## src/rtl/agu_pkg.sv

```systemverilog
package agu_pkg;

    // index shift selector, value equals the left-shift distance
    typedef enum logic [1:0] {
        SHIFT_BY1 = 2'd0,
        SHIFT_BY2 = 2'd1,
        SHIFT_BY4 = 2'd2,
        SHIFT_BY8 = 2'd3
    } agu_shift_e;

endpackage

```

## src/rtl/agu_base_pick.sv

```systemverilog
// Chooses the base operand: zero code, instruction-pointer code, or the
// register value as read.
module agu_base_pick #(
    parameter int ADDR_W  = 64,
    parameter int NUM_W   = 5,
    parameter int ZERO_NO = 0,
    parameter int IPTR_NO = 31
) (
    input  logic [NUM_W-1:0]  num,
    input  logic [ADDR_W-1:0] reg_val,
    input  logic [ADDR_W-1:0] iptr,
    output logic [ADDR_W-1:0] opnd
);
    localparam logic [NUM_W-1:0] ZERO_CODE = NUM_W'(ZERO_NO);
    localparam logic [NUM_W-1:0] IPTR_CODE = NUM_W'(IPTR_NO);

    always_comb begin
        if (num == ZERO_CODE) begin
            opnd = '0;
        end else if (num == IPTR_CODE) begin
            opnd = iptr;
        end else begin
            opnd = reg_val;
        end
    end
endmodule

```

## src/rtl/agu_index_shift.sv

```systemverilog
// Zero-forces the index for code 0, then scales it by a power of two.
module agu_index_shift #(
    parameter int ADDR_W  = 64,
    parameter int NUM_W   = 5,
    parameter int SHIFT_W = 2,
    parameter int ZERO_NO = 0
) (
    input  logic [NUM_W-1:0]   num,
    input  logic [ADDR_W-1:0]  reg_val,
    input  logic [SHIFT_W-1:0] shift,
    output logic [ADDR_W-1:0]  opnd
);
    localparam int               NUM_SHIFTS = 1 << SHIFT_W;
    localparam logic [NUM_W-1:0] ZERO_CODE  = NUM_W'(ZERO_NO);

    logic [ADDR_W-1:0] masked;
    logic [ADDR_W-1:0] shifted [NUM_SHIFTS];

    always_comb begin
        masked = (num == ZERO_CODE) ? '0 : reg_val;
    end

    for (genvar s = 0; s < NUM_SHIFTS; s++) begin : g_shift
        assign shifted[s] = masked << s;
    end

    always_comb begin
        opnd = shifted[shift];
    end
endmodule

```

## src/rtl/agu_sum3.sv

```systemverilog
// Three-operand modular adder with displacement sign extension.
module agu_sum3 #(
    parameter int ADDR_W = 64,
    parameter int DISP_W = 16
) (
    input  logic [ADDR_W-1:0] base_opnd,
    input  logic [ADDR_W-1:0] index_opnd,
    input  logic [DISP_W-1:0] disp,
    output logic [ADDR_W-1:0] sum
);
    localparam int EXT_W = ADDR_W - DISP_W;

    logic [ADDR_W-1:0] disp_wide;

    always_comb begin
        disp_wide = {{EXT_W{disp[DISP_W-1]}}, disp};
        sum       = base_opnd + index_opnd + disp_wide;
    end
endmodule

```

## src/rtl/agu_alias.sv

```systemverilog
module agu_alias #(
    parameter int ADDR_W  = 64,
    parameter int NUM_W   = 5,
    parameter int DISP_W  = 16,
    parameter int SHIFT_W = 2,
    parameter int ZERO_NO = 0,
    parameter int IPTR_NO = 31
) (
    input  logic               clk,
    input  logic               rst,
    input  logic               req_vld,
    input  logic [NUM_W-1:0]   base_num,
    input  logic [ADDR_W-1:0]  base_val,
    input  logic [NUM_W-1:0]   index_num,
    input  logic [ADDR_W-1:0]  index_val,
    input  logic [ADDR_W-1:0]  ip,
    input  logic [DISP_W-1:0]  disp,
    input  logic [SHIFT_W-1:0] scale,
    output logic               ea_vld,
    output logic [ADDR_W-1:0]  ea
);
    import agu_pkg::*;

    localparam int               EXT_W     = ADDR_W - DISP_W;
    localparam logic [NUM_W-1:0] ZERO_CODE = NUM_W'(ZERO_NO);
    localparam logic [NUM_W-1:0] IPTR_CODE = NUM_W'(IPTR_NO);

    typedef struct packed {
        logic              vld;
        logic [ADDR_W-1:0] addr;
    } out_state_t;

    out_state_t        st_d, st_q;
    logic [ADDR_W-1:0] base_opnd;
    logic [ADDR_W-1:0] index_opnd;
    logic [ADDR_W-1:0] addr_sum;

    agu_base_pick #(
        .ADDR_W (ADDR_W),
        .NUM_W  (NUM_W),
        .ZERO_NO(ZERO_NO),
        .IPTR_NO(IPTR_NO)
    ) u_base (
        .num    (base_num),
        .reg_val(base_val),
        .iptr   (ip),
        .opnd   (base_opnd)
    );

    agu_index_shift #(
        .ADDR_W (ADDR_W),
        .NUM_W  (NUM_W),
        .SHIFT_W(SHIFT_W),
        .ZERO_NO(ZERO_NO)
    ) u_index (
        .num    (index_num),
        .reg_val(index_val),
        .shift  (scale),
        .opnd   (index_opnd)
    );

    agu_sum3 #(
        .ADDR_W(ADDR_W),
        .DISP_W(DISP_W)
    ) u_sum (
        .base_opnd (base_opnd),
        .index_opnd(index_opnd),
        .disp      (disp),
        .sum       (addr_sum)
    );

    always_comb begin
        st_d     = st_q;
        st_d.vld = req_vld;
        if (req_vld) begin
            st_d.addr = addr_sum;
        end
    end

    always_ff @(posedge clk) begin
        if (rst) begin
            st_q.vld  <= 1'b0;
            st_q.addr <= st_q.addr;
        end else begin
            st_q <= st_d;
        end
    end

    assign ea_vld = st_q.vld;
    assign ea     = st_q.addr;


    vld_follows_chk: assert property (@(posedge clk) disable iff (rst)
        req_vld |=> ea_vld);


    idle_hold_chk: assert property (@(posedge clk) disable iff (rst)
        !req_vld |=> (!ea_vld && $stable(ea)));


    reset_clear_chk: assert property (@(posedge clk)
        rst |=> !ea_vld);


    absolute_chk: assert property (@(posedge clk) disable iff (rst)
        (req_vld && base_num == ZERO_CODE && index_num == ZERO_CODE)
        |=> (ea == $past({{EXT_W{disp[DISP_W-1]}}, disp})));


    iptr_base_chk: assert property (@(posedge clk) disable iff (rst)
        (req_vld && base_num == IPTR_CODE && index_num == ZERO_CODE)
        |=> (ea == $past(ip + {{EXT_W{disp[DISP_W-1]}}, disp})));


    zero_base_chk: assert property (@(posedge clk) disable iff (rst)
        (req_vld && base_num == ZERO_CODE && scale == SHIFT_BY1)
        |=> (ea == $past(((index_num == ZERO_CODE) ? '0 : index_val)
                         + {{EXT_W{disp[DISP_W-1]}}, disp})));
endmodule

```

## config.mk

```make
export PLATFORM = sky130hd
export DESIGN_NAME = agu_alias
export DESIGN_NICKNAME = d
export VERILOG_FILES = /design/src/rtl/agu_pkg.sv /design/src/rtl/agu_base_pick.sv /design/src/rtl/agu_index_shift.sv /design/src/rtl/agu_sum3.sv /design/src/rtl/agu_alias.sv
export SDC_FILE = /design/constraint.sdc
export NUM_CORES = 1
export LEC_CHECK = 0
export BUFFER_PORTS_ARGS = -buffer_cell sky130_fd_sc_hd__buf_2
export CAP_MARGIN = 20
export CORE_ASPECT_RATIO = 1.75
export CORE_MARGIN = 5
export CORE_UTILIZATION = 25
export CTS_BUF_LIST = sky130_fd_sc_hd__clkbuf_2 sky130_fd_sc_hd__clkbuf_4 sky130_fd_sc_hd__clkbuf_8
export CTS_CLUSTER_SIZE = 30
export DETAILED_ROUTE_END_ITERATION = 8
export PLACE_DENSITY = 0.45
export SETUP_SLACK_MARGIN = 0.3
export SYNTH_ARGS = -nofsm -noshare
export SYNTH_HDL_FRONTEND = slang
export SYNTH_SLANG_ARGS = --single-unit
```

## constraint.sdc

```tcl
create_clock -name clk -period 8.4 [get_ports clk]
set_input_delay 0.42 -clock clk [delete_from_list [all_inputs] [get_ports clk]]
set_output_delay 0.42 -clock clk [all_outputs]
set_load 0.05 [all_outputs]
```

* After elaboration in Yosys (flattened, before gate mapping)
Index checks and enable logic that the tools add are counted.
** Word-level totals
- Bits in registers :: 65
- Latch bits :: 0
- Bits of input ports :: 223
- Bits in writable memories :: 0
- Memory bits (read-only) :: 0
- Logic and storage cells :: 17
- Output and inout bits :: 65
- Memories kept :: 0
** Cells by class
- Reductions and logical operators :: 3
- Multiply operators :: 0
- Bitwise logic cells :: 2
- Shift-type cells :: 0
- Div/mod/pow operators :: 0
- Equality and inequality tests :: 1
- $lt $le $gt $ge :: 1
- Multiplexer cells :: 6
- Add/sub/neg operators :: 2
** Operators by type and width (number)
- $mux W64 :: 5
- $add A64 B64 Y64 :: 2
- $bmux W64 S2 :: 1
- $logic_not A5 Y1 :: 2
- $eq A5 B5 Y1 const B :: 1
- $ge A3 B3 Y1 const B :: 1
- $not A2 Y3 :: 1
- $reduce_and A2 Y1 :: 1
- $not A1 Y1 :: 1

* Longest topological paths before layout
Gate-level depths: netlist of the first run.
- Word-level depth :: 7
- Gate-level depth with buffers :: 18
- Depth with buffers taken out :: 17

* Hierarchy
Synthesis of the first run repeated with hierarchy kept, for this count alone.
** Second synthesis, totals
- Cells, all modules :: 1083
- Area total of the unflattened synthesis :: 10286.1 um2
** By module, submodules not included
- agu_sum3 :: sequential area each 0.0 um2, instances 1, cells each 634, area each 5176.2 um2
- agu_index_shift :: sequential area each 0.0 um2, instances 1, cells each 152, area each 1971.9 um2
- agu_alias :: sequential area each 1941.9 um2, instances 1, cells each 67, area each 1954.4 um2
- agu_base_pick :: sequential area each 0.0 um2, instances 1, cells each 230, area each 1183.6 um2

* Worst setup path after synthesis of the first run
No wires, ideal clock.
- Path type :: input port to flip-flop
- From :: input port scale[0]
- To :: register st_q (netlist bit ea[58]) (data pin)
- Arrival time :: 4471 ps
- Stages :: 15
- Path buffers :: 2
- Required time :: 8230 ps
- Setup time :: 170 ps
- Slack :: 3759 ps
- Cell sequence :: buf_2 > buf_1 > mux4_2 > nor2b_1 > fa_1 > ha_1 > a21oi_1 > o21ai_0 > a211oi_1 > nor3_1 > nor3_1 > o221ai_1 > o22ai_2 > mux2_4 > nor4_2
** On the way
- Cells in the longest elaborated chain, start to end :: 6
** Ends and longest elaborated chain
- start, declared :: line agu_alias.sv:18 : input logic [SHIFT_W-1:0] scale,
- $not A2 Y3 (implied by the code) :: line agu_index_shift.sv:28 : opnd = shifted[shift];
- $bmux W64 S2 :: line agu_index_shift.sv:28
- $mux W64 (implied by the code) (2 in a row) :: line agu_index_shift.sv:28
- $add A64 B64 Y64 (2 in a row) :: line agu_sum3.sv:17 : sum = base_opnd + index_opnd + disp_wide;
- named net addr_sum[58] :: line agu_alias.sv:36 : logic [ADDR_W-1:0] addr_sum;
- end signal, assigned :: line agu_alias.sv:85 : st_q <= st_d;
- end, declared :: line agu_alias.sv:33 : out_state_t st_d, st_q;
The timed path passes the listed nets, and every way through them passes these cells. The select of a mux whose other input is x is not followed.
A chain may end at the register's enable or synchronous reset.

* Worst setup path after layout of the first run
- From :: input port scale[0]
- To :: register st_q (netlist bit ea[32]) (data pin)
The elaborated chain is that of the path after synthesis.

==> metrics.txt, run 1 <==
outcome finished, final reports clean; pwr dens 215 nW/µm²; grt ovf 0; asr flop ratio synth 0%; Internal 0.00125 W; Chip Height 273 µm; Nets 1,653; gp weighted congestion 0.895; initial antenna violation count 4; total length of routed wires 37,900 µm; WL/cell 21.1 µm; commonest cells after routing, fill and taps aside buf_2 (285), nand2_1 (180), a21oi_1 (138), nor2b_1 (68); Max Freq 186 MHz; largest net degree at the start of global routing 65; Initial DRC Count 372; Post-synth EDFFs 64; Seq/Total Area, Yosys 19.7%; Fin. Hold Viols 0; Placed Cells 1,783; Psw 0.00131 W; unrepaired setup endpoints after global routing no; most common cell after layout, fill and taps aside buf_2; Port Buf Inserts 287; post-synthesis net count 1,415; final setup TNS 0 ns; Post-Synthesis Cells 1,066; Netlist cell types 69; CTS tree done; post-cts resize count 0; H-tree Lvls 3; peak supply drop 0.0000801 V; Yosys reg bits 65; Worst Path Class, Setup input port to flop; Site Rows 96; core area 39,200 µm²; Top FF cell, synth edfxtp_1; Clock Sinks 65; Vias/cell 5.06; final core occ 30.4%; Initial Util 25.2%; Worst Setup End Kind flop; CTS max path bufs 2; root buf cell clkbuf_8; CP endpoint ea[32]$_DFFE_PP_; Syn Area/Cell 9.25 µm²; CP startpoint kind input port; min cycle time layout 5.39 ns; Post-CTS Setup Inserts 0; Max FO, Critical Path 41; Comb pwr share 68.1%; Area growth syn-to-layout 20.9%; global-route usage over all layers 17.2%; clock share of power 11.3%; die footprint 43,700 µm²; Worst-Margin Slew 1.02 ns; vias in the first global route 9,792; share of cells above drive strength 1 30.0%; total I/O pin count 288; Tcrit/Tclk final 64.1%; dpl hpwl 31,600 µm; sequential power share 20.6%; Hold Path Class input port to flop; Pre-Repair DR Iteration Count 5; Die Wd 160 µm; Antenna Nets Post-Route 0; Synth warnings 0; Slew Limit Headroom 31.7%; DR vias 9,118; CP startpoint scale[0]; Netlist Area Pre-Place 9860 µm²; endpoints failing setup 0; total CTS buffers 9; DRC 0; Max Slew Vio Count 0; Finished Layout Cells 1,801; first-pass GRT wire length 57,700 µm; Critical Path RT 8.53 ns; clk slew on worst S/H paths 0.08 ns; LEAKAGE 5.01 nW; Sw Share 51.3%; Crit path arrival time 5.51 ns; MaxCap Viol Count 0; Hold-fix buffers, CTS 0
==> power by group through the flow <==
stage	logic (W)	registers (W)	clock network (W)
2_1_floorplan	0.000992	0.000793	0
3_3_place_gp	0.00176	0.000537	0
3_5_place_dp	0.00176	0.000536	0
4_1_cts	0.00177	0.000530	0.000308
5_1_grt	0.00190	0.000535	0.000315
6_report	0.00175	0.000527	0.000290
==> registers in the layout, summed over array words and instances (netlist names) <==
name	count
ea_vld	1
ea	64
==> worst max-delay path: stages <==
cell      delay [ns]
buf_4           0.35
buf_4           0.72
mux4_2          0.58
nor2b_1         0.15
fa_1            0.46
ha_1            0.45
a21o_1          0.23
a221o_1         0.37
a31oi_1         0.20
o21ai_0         0.10
a21oi_1         0.34
o21ai_1         0.18
a21boi_0        0.56
o21ai_1         0.18
xor2_1          0.20
==> how the worst min path moves through the flow <==
stage               from                end  cells after the start
floorplan            rst  ea_vld$_SDFF_PP0_                      1
global placement     rst  ea_vld$_SDFF_PP0_                      2
detailed placement   rst  ea_vld$_SDFF_PP0_                      2
CTS                  rst  ea_vld$_SDFF_PP0_                      2
global route         rst  ea_vld$_SDFF_PP0_                      2
finish               rst  ea_vld$_SDFF_PP0_                      2
==> cell usage after synthesis (all sizes together), types with 15 or more instances <==
cell | number | area [µm²]
buf | 20 | 87.6
edfxtp | 64 | 1920
nor3 | 15 | 75.1
clkbuf | 48 | 183
ha | 62 | 776
inv | 25 | 93.8
a21o | 32 | 240
nor2b | 69 | 432
xnor2 | 39 | 342
fa | 64 | 1280
nand2 | 180 | 676
o21ai | 43 | 215
nor2 | 33 | 124
mux4 | 60 | 1350
a21oi | 138 | 691
xor2 | 22 | 193
nand3 | 21 | 105
==> cell families (layout without fill, tap and decap cells) <==
family | Yosys count | after routing | synth area share, %
AOI/OAI and AO/OA | 285 | 285 | 18.0
xor gates and xnor gates | 61 | 61 | 5.42
adders and majority gates | 126 | 126 | 20.9
buffers and inverters | 93 | 336 | 3.69
DFF | 65 | 65 | 19.7
muxes | 64 | 64 | 14.2
other | 0 | 2 | 0
and+or+nand+nor | 372 | 372 | 18.2
==> cell type report <==
class                           instances  area [µm²]
Tap cell                              490         613
Inverter                               25        93.8
Clock buffer                            9         124
Antenna cell                            2        5.00
Fill cell                            4233       27200
Timing Repair Buffer                  295        1500
Multi-Input combinational cell        908        7580
Clock inverter                          7        61.3
Sequential cell                        65        1940
==> layer usage <==
| layer | vias up | global-route usage (%) | wire length [µm] |
|---|---|---|---|
| li1 | 4380 | - | - |
| met1 | 4430 | 17.0 | 13300 |
| met2 | 258 | 35.4 | 22100 |
| met3 | 46 | 2.78 | 1560 |
| met4 | 4 | 5.48 | 990 |
| met5 | - | 0 | 27 |
==> through the flow <==
step	area, µm²	power, W	worst slack (ns)	hold WS (ns)
floorplan	9860	0.00179	3.76	0.492
global placement	11700	0.00229	2.61	0.626
detailed placement	11700	0.00229	2.56	0.635
CTS	11900	0.00261	3.03	0.173
global route	11900	0.00275	2.71	0.195
finish	11900	0.00256	3.01	0.218
(Power assumes the default switching activity.)
==> run 2: changes to the inputs <==
--- a/config.mk
+++ b/config.mk
@@ -13,7 +13,7 @@
 export CTS_BUF_LIST = sky130_fd_sc_hd__clkbuf_2 sky130_fd_sc_hd__clkbuf_4 sky130_fd_sc_hd__clkbuf_8
 export CTS_CLUSTER_SIZE = 30
 export DETAILED_ROUTE_END_ITERATION = 8
-export PLACE_DENSITY = 0.45
+export PLACE_DENSITY = 0.46
 export SETUP_SLACK_MARGIN = 0.3
 export SYNTH_ARGS = -nofsm -noshare
 export SYNTH_HDL_FRONTEND = slang
==> constraint.sdc (replaced) <==
create_clock -name clk -period 4.7 [get_ports clk]
set_input_delay 0.235 -clock clk [delete_from_list [all_inputs] [get_ports clk]]
set_output_delay 0.235 -clock clk [all_outputs]
set_load 0.05 [all_outputs]
==> run 2 against run 1 <==
Effect of this change:
- cell count grew 3.9%
- hold slack lost 0.17 ns
- die area is the same
- clock-buffer cell count is the same
- sequential power grew 80%
- global-route usage is essentially flat
- critical path type unchanged
==> metrics.txt, run 2 (synthesis gave the netlist of run 1 again) <==
outcome finished, final reports clean; FILL cells 4,205; commonest cells after routing, fill and taps aside buf_2 (285), nand2_1 (180), a21oi_1 (136), nor2b_1 (68), buf_4 (66); Clock Sinks 65; Hold Path Class input port to flop; DRC 0; slowest cell delay on critical path 0.56 ns; dpl hpwl 32,600 µm; Worst-Margin Slew 0.997 ns; first-pass GRT wire length 58,500 µm; pwr dens 381 nW/µm²; Max Slew Vio Count 0; Slew Limit Headroom 33.4%; CTS max path bufs 2; grt ovf 0; CTS tree done; Tcrit/Tclk final 92.0%; slowest cell on the critical path or4_1; final core occ 32.4%; Die Wd 160 µm; Worst Setup End Kind flop; clk slew on worst S/H paths 0.09 ns; Chip Height 273 µm; gp weighted congestion 0.853; endpoints failing setup 0; DP Area 12,300 µm²; Antenna Nets Post-Route 0; total CTS buffers 9; core area 39,200 µm²; vias in the first global route 10,200; DR vias 9,346; post-route cell area 12,700 µm²; Fin. Hold Viols 0; CP top delay family simple AND/OR/NAND/NOR gates; Max Freq 231 MHz; Placed Cells 1,847; root buf cell clkbuf_8; MaxCap Viol Count 0; Finished Layout Cells 1,872; Port Buf Inserts 287; total length of routed wires 38,700 µm; LEAKAGE 5.43 nW; WL/cell 20.7 µm; Initial DRC Count 428; CP startpoint kind input port; peak supply drop 0.000122 V; share of cells above drive strength 1 34.4%; global-route usage over all layers 17.1%; total I/O pin count 288; die footprint 43,700 µm²; hold depth 2; Worst Path Class, Setup input port to flop; Crit path arrival time 4.52 ns; final setup TNS 0 ns; Largest register FFs 64; H-tree Lvls 3; Initial Util 25.2%; Nets 1,724; largest net degree at the start of global routing 40; Critical Path RT 4.90 ns; Hold Path End ea_vld$_SDFF_PP0_; most common cell after layout, fill and taps aside buf_2; crit path buf inv count 4; unrepaired setup endpoints after global routing yes; Pre-Repair DR Iteration Count 5; initial antenna violation count 2; min cycle time layout 4.32 ns; WHS 0.0477 ns; worst-path cell chain buf_2, or4_1, nor2_4, buf_12, buf_12, a21oi_1, fa_1, ha_2, a21oi_1, o21ai_1, a211oi_1, nor3_1, nor3_2, buf_4, o221ai_1, o22ai_2, mux2_4, nor4_4; Max FO, Critical Path 9; Area growth syn-to-layout 28.9%; Vias/cell 4.99; Worst Min Path Start req_vld; Site Rows 96
[run 2: area by class of cell]
class | count | area, µm² | share of cell area [%]
flip-flops and latches | 65 | 1940 | 15.3
repair buffers | 366 | 2220 | 17.4
multi-input cells | 908 | 7650 | 60.2
inverters | 25 | 93.8 | 0.739
diodes | 2 | 5.00 | 0.0394
clock buffers | 9 | 124 | 0.975
clock inverters | 7 | 61.3 | 0.483
well taps | 490 | 613 | 4.83
[run 2: layer usage]
| layer | global-route usage [%] | share of wire (%) | vias up |
|---|---|---|---|
| met3 | 2.32 | 3.3 | 45 |
| li1 | - | - | 4519 |
| met2 | 35.0 | 58 | 226 |
| met4 | 5.87 | 3.4 | 0 |
| met5 | 0 | 0 | - |
| met1 | 17.4 | 35 | 4556 |
[run 2: power breakdown]
part	internal (W)	total, W	switching, W
Clock	0.000239	0.000526	0.000287
Combinational	0.00130	0.00336	0.00206
Sequential	0.000896	0.000949	0.0000527
Total	0.00244	0.00484	0.00240
[run 2: worst max path at each step]
stage	startpoint	end	slack, ns	cells after the start
final	base_num[3]	ea[58]$_DFFE_PP_	0.38	18
after floorplan	index_num[3]	ea[49]$_DFFE_PP_	0.32	15
after global placement	base_num[3]	ea[58]$_DFFE_PP_	-0.32	17
after detailed placement	base_num[3]	ea[58]$_DFFE_PP_	-0.31	17
after global routing	base_num[3]	ea[58]$_DFFE_PP_	0.28	17
after CTS	base_num[3]	ea[58]$_DFFE_PP_	0.32	17
[run 2: stage by stage]
stage                     worst slack, ns  total power, W
after global routing                0.278         0.00520
after CTS                           0.323         0.00487
after floorplan                     0.325         0.00319
final                               0.376         0.00484
after global placement             -0.319         0.00431
after detailed placement           -0.308         0.00431
[run 2: timing repair]
| action | 4_1_cts | 5_1_grt |
|---|---|---|
| setup buffers | 0 | 4 |
| setup endpoints to repair | 1 | 4 |
| hold buffers | 1 | 0 |
| gates resized for setup | 2 | 17 |
| pin swaps | 0 | 5 |
| cloned | 0 | 2 |
| hold endpoints to repair | 1 | 0 |
